## src/rtl/sca_pkg.sv

```systemverilog
package sca_pkg;
  // slot within a 16-byte alias group, from address bits [3:2]
  typedef enum logic [1:0] {
    K_SET  = 2'd0,
    K_CLR  = 2'd1,
    K_RD   = 2'd2,
    K_NONE = 2'd3
  } alias_kind_e;
endpackage

```

## src/rtl/sca_decode.sv

```systemverilog
module sca_decode
  import sca_pkg::*;
#(
  parameter int          AW        = 32,
  parameter int          WIN_BITS  = 14,
  parameter logic [31:0] BASE_ADDR = 32'hFFF8_4000,
  parameter int          N_ALIAS   = 4,
  parameter int          N_PLAIN   = 2,
  parameter int          PLAIN_OFF = 'h100
) (
  input  logic               clk_i,
  input  logic               rst_ni,
  input  logic [AW-1:0]      paddr_i,
  output logic [N_ALIAS-1:0] hit_alias_o,
  output alias_kind_e        kind_o,
  output logic [N_PLAIN-1:0] hit_plain_o,
  output logic               err_o
);
  localparam int IDX_W = WIN_BITS - 4;

  logic [WIN_BITS-1:0] off;
  logic                in_win, aligned;

  assign off     = paddr_i[WIN_BITS-1:0];
  assign in_win  = paddr_i[AW-1:WIN_BITS] == BASE_ADDR[AW-1:WIN_BITS];
  assign aligned = off[1:0] == 2'b00;

  always_comb begin
    hit_alias_o = '0;
    hit_plain_o = '0;
    for (int k = 0; k < N_ALIAS; k++)
      if (in_win && aligned && off[WIN_BITS-1:4] == IDX_W'(k) && off[3:2] != 2'd3)
        hit_alias_o[k] = 1'b1;
    for (int j = 0; j < N_PLAIN; j++)
      if (in_win && off == WIN_BITS'(PLAIN_OFF + 4*j))
        hit_plain_o[j] = 1'b1;
  end

  assign kind_o = (|hit_alias_o) ? alias_kind_e'(off[3:2]) : K_NONE;
  assign err_o  = !((|hit_alias_o) || (|hit_plain_o));

  // at most one register is addressed at a time
  a_r8_single_target: assert property (@(posedge clk_i) disable iff (!rst_ni)
    $onehot0({hit_alias_o, hit_plain_o}));
  // an error and a valid alias slot never coexist
  a_r8_err_no_kind: assert property (@(posedge clk_i) disable iff (!rst_ni)
    err_o |-> kind_o == K_NONE);
endmodule

```

## src/rtl/sca_alias_reg.sv

```systemverilog
module sca_alias_reg #(
  parameter int DW = 32
) (
  input  logic          clk_i,
  input  logic          rst_ni,
  input  logic          set_we_i,
  input  logic          clr_we_i,
  input  logic [DW-1:0] wdata_i,
  output logic [DW-1:0] q_o
);
  logic [DW-1:0] set_m, clr_m;
  assign set_m = set_we_i ? wdata_i : '0;
  assign clr_m = clr_we_i ? wdata_i : '0;

  always_ff @(posedge clk_i or negedge rst_ni)
    if (!rst_ni) q_o <= '0;
    else         q_o <= (q_o | set_m) & ~clr_m;

  a_r2_set_bits: assert property (@(posedge clk_i) disable iff (!rst_ni)
    set_we_i |=> (q_o & $past(wdata_i)) == $past(wdata_i));
  a_r3_clr_bits: assert property (@(posedge clk_i) disable iff (!rst_ni)
    clr_we_i |=> (q_o & $past(wdata_i)) == '0);
  a_r4_zero_bits_keep: assert property (@(posedge clk_i) disable iff (!rst_ni)
    (set_we_i || clr_we_i) |=> ((q_o ^ $past(q_o)) & ~$past(wdata_i)) == '0);
  a_r4_idle_hold: assert property (@(posedge clk_i) disable iff (!rst_ni)
    !(set_we_i || clr_we_i) |=> $stable(q_o));
  a_r4_no_collision: assert property (@(posedge clk_i) disable iff (!rst_ni)
    !(set_we_i && clr_we_i));
endmodule

```

## src/rtl/sca_plain_reg.sv

```systemverilog
module sca_plain_reg #(
  parameter int DW = 32
) (
  input  logic          clk_i,
  input  logic          rst_ni,
  input  logic          we_i,
  input  logic [DW-1:0] wdata_i,
  output logic [DW-1:0] q_o
);
  always_ff @(posedge clk_i or negedge rst_ni)
    if (!rst_ni)   q_o <= '0;
    else if (we_i) q_o <= wdata_i;

  a_r7_load: assert property (@(posedge clk_i) disable iff (!rst_ni)
    we_i |=> q_o == $past(wdata_i));
  a_r7_hold: assert property (@(posedge clk_i) disable iff (!rst_ni)
    !we_i |=> $stable(q_o));
endmodule

```

## src/rtl/sca_reg_bank.sv

```systemverilog
module sca_reg_bank
  import sca_pkg::*;
#(
  parameter int          AW        = 32,
  parameter int          DW        = 32,
  parameter int          WIN_BITS  = 14,
  parameter logic [31:0] BASE_ADDR = 32'hFFF8_4000,
  parameter int          N_ALIAS   = 4,
  parameter int          N_PLAIN   = 2,
  parameter int          PLAIN_OFF = 'h100
) (
  input  logic                  clk_i,
  input  logic                  rst_ni,
  input  logic                  psel_i,
  input  logic                  penable_i,
  input  logic                  pwrite_i,
  input  logic [AW-1:0]         paddr_i,
  input  logic [DW-1:0]         pwdata_i,
  output logic [DW-1:0]         prdata_o,
  output logic                  pready_o,
  output logic                  pslverr_o,
  output logic [N_ALIAS*DW-1:0] ctrl_o,
  output logic [N_PLAIN*DW-1:0] plain_o
);
  logic [N_ALIAS-1:0] hit_alias;
  logic [N_PLAIN-1:0] hit_plain;
  alias_kind_e        kind;
  logic               dec_err, acc, wr;
  logic [DW-1:0]      rdata;

  assign acc = psel_i && penable_i;
  assign wr  = acc && pwrite_i;

  sca_decode #(
    .AW(AW), .WIN_BITS(WIN_BITS), .BASE_ADDR(BASE_ADDR),
    .N_ALIAS(N_ALIAS), .N_PLAIN(N_PLAIN), .PLAIN_OFF(PLAIN_OFF)
  ) u_dec (
    .clk_i(clk_i), .rst_ni(rst_ni), .paddr_i(paddr_i),
    .hit_alias_o(hit_alias), .kind_o(kind),
    .hit_plain_o(hit_plain), .err_o(dec_err)
  );

  for (genvar k = 0; k < N_ALIAS; k++) begin : g_alias
    sca_alias_reg #(.DW(DW)) u_reg (
      .clk_i(clk_i), .rst_ni(rst_ni),
      .set_we_i(wr && hit_alias[k] && kind == K_SET),
      .clr_we_i(wr && hit_alias[k] && kind == K_CLR),
      .wdata_i(pwdata_i),
      .q_o(ctrl_o[k*DW +: DW])
    );
  end

  for (genvar j = 0; j < N_PLAIN; j++) begin : g_plain
    sca_plain_reg #(.DW(DW)) u_reg (
      .clk_i(clk_i), .rst_ni(rst_ni),
      .we_i(wr && hit_plain[j]),
      .wdata_i(pwdata_i),
      .q_o(plain_o[j*DW +: DW])
    );
  end

  // set/clear slots contribute nothing to the read mux
  always_comb begin
    rdata = '0;
    for (int k = 0; k < N_ALIAS; k++)
      if (hit_alias[k] && kind == K_RD) rdata |= ctrl_o[k*DW +: DW];
    for (int j = 0; j < N_PLAIN; j++)
      if (hit_plain[j]) rdata |= plain_o[j*DW +: DW];
  end

  assign prdata_o  = (psel_i && !pwrite_i) ? rdata : '0;
  assign pready_o  = 1'b1;
  assign pslverr_o = acc && dec_err;

  a_r8_err_reads_zero: assert property (@(posedge clk_i) disable iff (!rst_ni)
    pslverr_o |-> prdata_o == '0);
  a_r8_err_no_write: assert property (@(posedge clk_i) disable iff (!rst_ni)
    pslverr_o |=> $stable(ctrl_o) && $stable(plain_o));
  a_r10_setup_no_write: assert property (@(posedge clk_i) disable iff (!rst_ni)
    !(psel_i && penable_i && pwrite_i) |=> $stable(ctrl_o) && $stable(plain_o));
  a_r11_ready: assert property (@(posedge clk_i) disable iff (!rst_ni) pready_o);
endmodule

```

## config.mk

```make
export PLATFORM = sky130hd
export DESIGN_NAME = sca_reg_bank
export DESIGN_NICKNAME = d
export VERILOG_FILES = /design/src/rtl/sca_pkg.sv /design/src/rtl/sca_decode.sv /design/src/rtl/sca_alias_reg.sv /design/src/rtl/sca_plain_reg.sv /design/src/rtl/sca_reg_bank.sv
export SDC_FILE = /design/constraint.sdc
export NUM_CORES = 1
export LEC_CHECK = 0
export BUFFER_PORTS_ARGS = -buffer_cell sky130_fd_sc_hd__buf_2
export CORE_ASPECT_RATIO = 1.2
export CORE_MARGIN = 2
export CORE_UTILIZATION = 40
export CTS_CLUSTER_DIAMETER = 150
export DETAILED_ROUTE_END_ITERATION = 16
export PLACE_DENSITY = 0.68
export SLEW_MARGIN = 20
export SYNTH_ARGS = -nofsm -noshare
export SYNTH_HDL_FRONTEND = slang
export SYNTH_SLANG_ARGS = --single-unit
```

## constraint.sdc

```tcl
create_clock -name clk_i -period 2.43 [get_ports clk_i]
set_input_delay 0.243 -clock clk_i [delete_from_list [all_inputs] [get_ports clk_i]]
set_output_delay 0.243 -clock clk_i [all_outputs]
set_load 0.05 [all_outputs]
```

**Word level (Yosys, flattened, before mapping)**

Cells that the tools add are included.

- Mux-type cells: 22
- Bitwise operators: 17
- Equality and inequality tests: 9
- Reductions and logical operators: 41

Operator list:

| kind | number |
|---|---|
| $mux 32 | 15 |
| $or 32x32->32 | 9 |
| $and 32x32->32 | 4 |
| $not 32->32 | 4 |
| $logic_and 1x1->1 | 33 |
| $eq 14x9->1 const B | 2 |
| $eq 10x2->1 const B | 2 |
| $eq 18x18->1 const B | 1 |
| $eq 10x1->1 const B | 1 |
| $logic_not 10->1 | 1 |
| $mux 1 | 6 |
| $logic_not 2->1 | 2 |
| $reduce_or 4->1 | 1 |
| $eq 2x1->1 const B | 1 |
| $eq 2x2->1 const B | 1 |
| $logic_not 1->1 | 2 |
| $mux 2 | 1 |
| $ne 2x2->1 const B | 1 |
| $reduce_or 2->1 | 1 |
| $logic_or 1x1->1 | 1 |

- Bits in registers: 192
- Input port bits: 69
- Logic and storage cells: 95
- Output and inout bits: 226

**Logic depth before layout (Yosys ltp)**

- Word-level depth: 21
- Gate-level depth with buffers: 7
- Mapped depth without buffers: 4

**Hierarchy**

Synthesis repeated with hierarchy kept, for this count alone.

- Cells, all modules: 782
- Area, all modules: 8,988.6 sq um

By module, submodules not included:

| module | instances | seq. area each (sq um) | cells an instance | area each (sq um) |
|---|---|---|---|---|
| sca_alias_reg | 4 | 800.8 | 102 | 1,169.9 |
| sca_plain_reg | 2 | 800.8 | 68 | 1,345.0 |
| sca_reg_bank | 1 | 0.0 | 213 | 1,421.4 |
| sca_decode | 1 | 0.0 | 25 | 197.7 |

**Least setup slack after synthesis**

OpenSTA, ideal clock, no wires.

- Kind: input -> output
- Start point: input port paddr_i[6]
- End point: output port prdata_o[14]
- Required time: 2.187 ns
- Cell stages on the path: 5
- Buffers on the path: 1
- Data arrival time: 2.389 ns
- Slack: -0.202 ns
- Cells stage by stage: or4_4 nor4_4 buf_4 a22oi_1 a21oi_1

- Cells in the longest elaborated chain, start to end: 20
- Elaborated cells on any way between the ends: 41
- Classes of those cells: eq/ne (6); mux (14); bitwise (5); reduce/logical (16)

Ends and longest elaborated chain:

| element | RTL line | RTL |
|---|---|---|
| start, declared | sca_reg_bank.sv:17 | `input logic [AW-1:0] paddr_i,` |
| $eq 10x1->1 (tied with other cells) | sca_decode.sv:32 | `if (in_win && aligned && off[WIN_BITS-1:4] == IDX_W'(k) && off[3:2] != 2'd3)` |
| $logic_and 1x1->1 (2 in series) | sca_decode.sv:32 |  |
| $mux 1 | sca_decode.sv:32 |  |
| $reduce_or 4->1 | sca_decode.sv:39 | `assign kind_o = (\|hit_alias_o) ? alias_kind_e'(off[3:2]) : K_NONE;` |
| $mux 2 | sca_decode.sv:39 |  |
| $eq 2x2->1 | sca_reg_bank.sv:66 | `if (hit_alias[k] && kind == K_RD) rdata \|= ctrl_o[k*DW +: DW];` |
| $logic_and 1x1->1 | sca_reg_bank.sv:66 |  |
| $mux 32 | sca_reg_bank.sv:66 |  |
| (+3 left out) | n/a |  |
| $mux 32 | sca_reg_bank.sv:66 |  |
| $or 32x32->32 | sca_reg_bank.sv:66 |  |
| $mux 32 | sca_reg_bank.sv:66 |  |
| $or 32x32->32 | sca_reg_bank.sv:68 | `if (hit_plain[j]) rdata \|= plain_o[j*DW +: DW];` |
| $mux 32 | sca_reg_bank.sv:68 |  |
| $or 32x32->32 | sca_reg_bank.sv:68 |  |
| $mux 32 (*) | sca_reg_bank.sv:68 |  |
| $mux 32 (*) | sca_reg_bank.sv:71 | `assign prdata_o = (psel_i && !pwrite_i) ? rdata : '0;` |
| end, declared | sca_reg_bank.sv:19 | `output logic [DW-1:0] prdata_o,` |

Every way passes the cells marked *; elsewhere a longest branch is shown, timed or not.

**Worst setup path after layout**

- Start point: input port paddr_i[6]
- End point: output port prdata_o[19]

The elaborated chain is that of the path after synthesis.

==> flow_metrics.env <==
export IMPL_start_util=0.408
export IMPL_peakVddDrop_mv=0.416
export IMPL_cp_max_fo=39
export IMPL_min_delay_start="pwdata_i[18]"
export IMPL_cts_tree="built"
export IMPL_antenna_found_initial=0
export IMPL_setup_ws_ns=0.0614
export IMPL_rows=67
export IMPL_power_mw=6.61
export IMPL_track_usage=0.242
export IMPL_yosysWarnings=0
export IMPL_route_antenna_remaining_nets=0
export IMPL_io_buffers=293
export IMPL_setup_viol=0
export IMPL_finalHoldViolCount=0
export IMPL_grt_pass1_vias=9658
export IMPL_fill_cells=2587
export IMPL_p_leak_nw=7.98
export IMPL_drt_iter0_drc=790
export IMPL_hold_path_class="input pin to register"
export IMPL_clock_fmax_mhz=422
export IMPL_core_sq_um=28100
export IMPL_cts_max_level=4
export IMPL_utilization=0.506
export IMPL_r2r_start="g_plain[0].u_reg.q_o[16]"
export IMPL_status="completed"
export IMPL_die_h_microns=189
export IMPL_overflow=0
export IMPL_hold_depth=2
export IMPL_root_buffer="clkbuf_16"
export IMPL_die_w_microns=158
export IMPL_r2r_cells=1
export IMPL_crit_arrival_ns=2.13
export IMPL_dr_total_vias=9927
export IMPL_rr_endpoint="g_plain[0].u_reg.q_o[16]"
export IMPL_cp_required_ns=2.19
export IMPL_period_share=0.975
export IMPL_wl_per_cell_microns=20.6
export IMPL_start_kind="input pin"
export IMPL_netlist_instances=1142
export IMPL_rrSetupSlack_ns=1.61
export IMPL_crit_type="input pin to primary output"
export IMPL_numCtsBuffers=17
export IMPL_ys_types=38
export IMPL_ys_seq_area_frac=0.420
export IMPL_synth_flop_cell="dfrtp_1"
export IMPL_synth_fp_nets=1211
export IMPL_synth_area_top_cells="dfrtp_1 (42%), mux2i_1 (14%), nand4_1 (7.1%)"
export IMPL_power_density_nw_per_um2=465
export IMPL_ios=295
export IMPL_cap_violations=0
export IMPL_grt_max_degree=68
export IMPL_pre_cts_slack_ns=0.0661
export IMPL_synth_area_per_cell_sq_um=10.0
export IMPL_hold_ws_ns=0.0842
export IMPL_wirelength_microns=36600
export IMPL_worst_pin_slew_ns=0.602
export IMPL_yosysTopAreaCell="dfrtp_1"
export IMPL_synthArstFlopShare=1.00
export IMPL_antennaDiodeCount=0
export IMPL_drv_slew=0
export IMPL_min_period_ns=2.37
export IMPL_finalNetCount=1455
export IMPL_cts_sinks=192
export IMPL_drc=0
export IMPL_area_growth_pct=24.0
export IMPL_synth_seq_cells=192
export IMPL_viasPerCell=5.58
export IMPL_final_common_cell="buf_2"
export IMPL_min_to="g_plain[1].u_reg.q_o[18]"
export IMPL_place_gp_congestion=0.815
export IMPL_dieArea_sq_um=30000
export IMPL_synth_top_cell_area_share=0.420
export IMPL_crit_path_end_kind="primary output"
export IMPL_firstDrtPassIters=7
export IMPL_clk_path_buf_depth=2
export IMPL_grt_pass1_wl_microns=56100
export IMPL_layout_drive_gt1_share=0.320
export IMPL_timing_slew_headroom=0.599
export IMPL_hpwlAfterDp_microns=23800
export IMPL_synth_cell_area_sq_um=11500
export IMPL_mostFrequentLayoutCells="buf_2 (286), dfrtp_1 (192), mux2i_1 (160), nand4_1 (130), inv_1 (128)"
export IMPL_clock_skew_ns=0
export IMPL_path_clk_slew_ns=0.07
export IMPL_synth_edf_count=0
export IMPL_clk_latency_ns=0.43
state kept, by name (all words and copies together) (netlist names):
register / cells
g_alias.u_reg.q_o: 128
g_plain.u_reg.q_o: 64
critical path, cell delays in order:
cell      delay (ns)
buf_2           0.09
or4_4           0.61
nor3b_4         0.34
buf_12          0.26
a22oi_1         0.13
a21oi_2         0.16
clkbuf_4        0.25
cells in the mapped netlist, types with 2 or more instances:
cell type	count
buf_2	35
buf_1	6
nand4b_1	2
nor4b_1	14
nor2_1	47
and3_1	33
mux2_1	60
a21oi_1	19
or4_4	2
nand4bb_1	2
inv_1	128
nand4_4	2
mux2i_1	160
o2bb2ai_1	32
and2_1	33
nand2_1	51
nor3_4	2
nand4_1	130
dfrtp_1	192
mux2_2	36
buf_4	8
nor4_4	2
clkbuf_1	65
buf_6	6
a22oi_1	18
and3b_1	32
a222oi_1	14
power by group:
| part | total, mW | leakage (nW) | internal (mW) | switching [mW] |
|---|---|---|---|---|
| sequential | 3.19 | 2.01 | 3.19 | 0.00000000579 |
| clock | 2.87 | 0.275 | 1.56 | 1.31 |
| combinational | 0.551 | 5.69 | 0.189 | 0.361 |
stage by stage:
step	setup TNS, ns	instances	area (sq um)
after detailed placement	0	1743	13600
after global placement	0	1743	13600
after floorplan	-0.940	1142	11500
after global routing	-0.0142	1778	14200
final	0	1778	14200
after CTS	0	1776	14200
cell type report:
type,instances,area [sq um],share of cell area
Clock inverter,11,131,0.00925
Clock buffer,21,450,0.0317
Multi-Input combinational cell,702,5720,0.403
Sequential cell,192,4800,0.338
Timing Repair Buffer,345,2140,0.151
Inverter,128,480,0.0338
Tap cell,379,474,0.0334
worst max-delay path by stage:
stage	from	to	slack (ns)	cells past startpoint
2_1_floorplan	paddr_i[6]	prdata_o[10]	-0.13	5
3_3_place_gp	paddr_i[6]	prdata_o[24]	0.06	7
3_5_place_dp	paddr_i[6]	prdata_o[24]	0.07	7
4_1_cts	paddr_i[6]	prdata_o[30]	0.06	7
5_1_grt	paddr_i[6]	prdata_o[19]	-0.01	7
6_report	paddr_i[6]	prdata_o[19]	0.06	7
timing repair:
item | CTS | global route
setup endpoints to repair | 0 | 5
resized for setup | 0 | 3
hold buffers | 1 | 0
buffers inserted | 0 | 1
endpoints found under the hold margin | 50 | 0
kinds of logic after synthesis:
| group | Yosys count | synth area share |
|---|---|---|
| multiplexers | 256 | 0.234 |
| AND/OR/NAND/NOR | 361 | 0.197 |
| buffers and inverters | 248 | 0.0917 |
| AO/OA/AOI/OAI | 84 | 0.0575 |
| other | 1 | 0.000327 |
| flip-flops | 192 | 0.420 |
layer usage:
| metal | global-route usage | vias to the layer above | wire length (microns) |
|---|---|---|---|
| met2 | 0.391 | 379 | 17700 |
| met4 | 0.0728 | 0 | 553 |
| met1 | 0.326 | 4952 | 16000 |
| met3 | 0.0490 | 39 | 2380 |
| li1 | - | 4557 | - |
| met5 | 0 | - | 0 |
Note: power is estimated with default switching activity, not from simulation.
